$ cat src/rtl/cfgchk_prio_net.sv
module cfgchk_prio_net #(
    parameter int NCH   = 16,
    parameter int NGRP  = 4,
    parameter int PRIW  = 4,
    parameter int GPRIW = 2
) (
    input  logic [NCH*PRIW-1:0]   ch_prio,
    input  logic [NGRP*GPRIW-1:0] grp_prio,
    output logic                  dup
);
    localparam int CPG = NCH / NGRP;

    logic [NGRP-1:0] grp_dup;
    logic            gp_dup;

    // Pairwise compare of the channels inside each group
    for (genvar g = 0; g < NGRP; g++) begin : g_grp
        always_comb begin
            grp_dup[g] = 1'b0;
            for (int i = 0; i < CPG - 1; i++) begin
                for (int j = i + 1; j < CPG; j++) begin
                    if (ch_prio[(g*CPG+i)*PRIW +: PRIW] == ch_prio[(g*CPG+j)*PRIW +: PRIW])
                        grp_dup[g] = 1'b1;
                end
            end
        end
    end

    // Pairwise compare of the group priorities
    always_comb begin
        gp_dup = 1'b0;
        for (int a = 0; a < NGRP - 1; a++) begin
            for (int b = a + 1; b < NGRP; b++) begin
                if (grp_prio[a*GPRIW +: GPRIW] == grp_prio[b*GPRIW +: GPRIW])
                    gp_dup = 1'b1;
            end
        end
    end

    assign dup = gp_dup | (|grp_dup);
endmodule

$ cat config.mk
export PLATFORM = sky130hd
export DESIGN_NAME = cfgchk_prio_net
export DESIGN_NICKNAME = d
export VERILOG_FILES = /design/src/rtl/cfgchk_prio_net.sv
export SDC_FILE = /design/constraint.sdc
export NUM_CORES = 1
export LEC_CHECK = 0
export BUFFER_PORTS_ARGS = -buffer_cell sky130_fd_sc_hd__buf_2
export CORE_MARGIN = 5
export CORE_UTILIZATION = 46
export DETAILED_ROUTE_END_ITERATION = 7
export PLACE_DENSITY = 0.95
export SLEW_MARGIN = 20
export SYNTH_ARGS = -nofsm -noshare
export SYNTH_HDL_FRONTEND = slang
export SYNTH_SLANG_ARGS = --single-unit
$ cat constraint.sdc
create_clock -name vclk -period 0.95
set_clock_uncertainty 0.2 [all_clocks]
set_input_delay 0.0475 -clock vclk [all_inputs]
set_output_delay 0.0475 -clock vclk [all_outputs]
set_load 0.1 [all_outputs]
==> results.sh <==
export IMPL_synth_seq_area_share_pct=0
export IMPL_ant_nets=0
export IMPL_grt_pass1_wl_mm=5.809
export IMPL_finalHoldViolCount=0
export IMPL_worst_setup_path_type="input pin to output port"
export IMPL_cp_num_buf_inv=3
export IMPL_die_area_mm2=0.003668
export IMPL_yosys_cell_count_top_type="xnor2_1"
export IMPL_cap_violations=0
export IMPL_power_per_cell_area_mw_per_mm2=533.5
export IMPL_synth_warnings=0
export IMPL_violations="negative setup slack"
export IMPL_portBuffers=73
export IMPL_fp_dieH_um=60.57
export IMPL_grt_start_max_net_pins=4
export IMPL_status="finished with violations"
export IMPL_die_w_um=60.57
export IMPL_startpoint_type="input pin"
export IMPL_postSynthAreaPerCell_um2=8.225
export IMPL_gp_congestion=0.9486
export IMPL_max_stage_delay_ns=0.28
export IMPL_cpMaxStageDelayCell="nor4_2"
export IMPL_total_leakage_power_nw=0.7495
export IMPL_cp_data_required_time_ns=0.70
export IMPL_area_delta_synth_final_pct=48.09
export IMPL_worst_pin_slew_ns=0.3566
export IMPL_finalWorstSetupSlack_ns=-0.5829
export IMPL_nFlopsAndLatches=0
export IMPL_min_path_type="input pin to output port"
export IMPL_layout_drive_gt1_share_pct=39.46
export IMPL_synth_commonest_cells="56 x xnor2_1, 52 x xor2_1, 18 x nand4_1"
export IMPL_setup_violations=1
export IMPL_finalCritPeriodShare_pct=161.4
export IMPL_clkbuf_count=0
export IMPL_grt_pass1_vias=1438
export IMPL_coreArea_mm2=0.002455
export IMPL_hpwl_mm=3.223
export IMPL_first_iter_violations=34
export IMPL_crit_start="ch_prio[29]"
export IMPL_rsz0062_at_grt="yes"
export IMPL_n_fill_cell=203
export IMPL_overflow=0
export IMPL_crit_arrival_ns=1.29
export IMPL_start_util_pct=47.91
export IMPL_place_inst=251
export IMPL_layout_nets=297
export IMPL_hold_start="grp_prio[6]"
export IMPL_synth_area_leaders="xnor2_1 42%, xor2_1 39%, nand4_1 9.6%"
export IMPL_relSlewSlack_pct=75.91
export IMPL_pin_count=73
export IMPL_drc=0
export IMPL_period_minus_slack_ns=1.533
export IMPL_utilization_pct=70.95
export IMPL_postSynthCellCount=143
export IMPL_crit_chain="buf_8 > buf_6 > xnor2_2 > nand4_1 > nand4_1 > nor4_2 > nand4_1 > buf_12"
export IMPL_syn_area_mm2=0.001176
export IMPL_crit_family="simple AND/OR/NAND/NOR gates"
export IMPL_cp_max_fo=2
export IMPL_via_count=1307
export IMPL_syn_num_nets=215
export IMPL_synthDistinctLibCells=8
export IMPL_diodes=0
export IMPL_yosysTopAreaCellShare_pct=41.70
export IMPL_drtPass1Iterations=4
export IMPL_yosys_area_top_type="xnor2_1"
export IMPL_antenna_found_initial=0
export IMPL_vdd_drop_max_mv=0.3332
export IMPL_instances_no_fill=253
export IMPL_via_per_inst=5.166
export IMPL_finalMaxSlewViolations=0
export IMPL_worst_path_most_repeated_cell="nand4_1"
export IMPL_post_drt_wl_per_cell_um=14.48
export IMPL_rows=18
export IMPL_track_usage_pct=19.79
export IMPL_regArea_um2=0
export IMPL_crit_path_end_kind="output port"
export IMPL_routed_wl_mm=3.664
export IMPL_fmax_ghz=0.6523
-- worst paths after layout --
check,slack (ns),end,cells past startpoint
worst min-delay path,0.60,dup,6
worst max-delay path,-0.58,dup,8
-- final cells by class --
class	count	area, um2	share of cell area [%]
tap	30	37.54	2.155
multi-input combinational	143	1225	70.33
timing repair buffer	80	479.2	27.51
-- report_power, final --
group / total [mW] / internal [mW] / switching (mW) / leakage [nW]
Clock: 0 / 0 / 0 / 0
Sequential: 0 / 0 / 0 / 0
Combinational: 0.929 / 0.474 / 0.455 / 0.750
Total: 0.929 / 0.474 / 0.455 / 0.750
-- per-stage QoR --
stage               total power [mW]  cell area (um2)  TNS (ns)  setup slack [ns]  hold WS [ns]
floorplan                     0.4545             1176   -0.8056           -0.8056        0.7849
global placement              0.8318             1632   -0.6611           -0.6611        0.5777
detailed placement            0.8563             1632   -0.5980           -0.5980        0.5666
CTS                           0.9017             1699   -0.5358           -0.5358        0.6097
global route                   1.000             1742   -0.6479           -0.6479        0.6575
finish                        0.9292             1742   -0.5829           -0.5829        0.5972
-- cells by family (layout without fill, tap and decap cells) --
group	Yosys count	in the layout	synth area share (%)
buffers and inverters	0	80	0
XOR/XNOR	108	108	80.43
AO/OA/AOI/OAI	4	4	3.086
AND/OR/NAND/NOR	31	31	16.49
-- placed cells by master (no fill, tap or decap) --
cell / netlist / layout
buf_2: 0 / 64
xnor2_1: 56 / 52
xor2_1: 52 / 52
nand4_1: 18 / 18
nor4_1: 13 / 11
buf_4: 0 / 9
buf_6: 0 / 5
xnor2_2: 0 / 4
nor4_2: 0 / 2
o41ai_1: 1 / 1
o22ai_2: 1 / 1
o22ai_1: 1 / 1
o221ai_2: 0 / 1
buf_8: 0 / 1
buf_12: 0 / 1
-- metal layers --
| layer | wire length, um | track usage (%) | part of all wire, % |
|---|---|---|---|
| met3 | 246 | 1.702 | 6.7 |
| met1 | 1301 | 21.37 | 36 |
| met5 | 0 | 0 | 0 |
| met4 | 67 | 3.715 | 1.8 |
| met2 | 2048 | 40.92 | 56 |
-- repair_timing --
action / CTS / global route
pin swaps: 5 / 7
hold buffers: 0 / 0
endpoints found under the setup margin: 1 / 1
buffers inserted: 0 / 2
gates resized for setup: 16 / 6
Power figures use the tool's default switching activity.
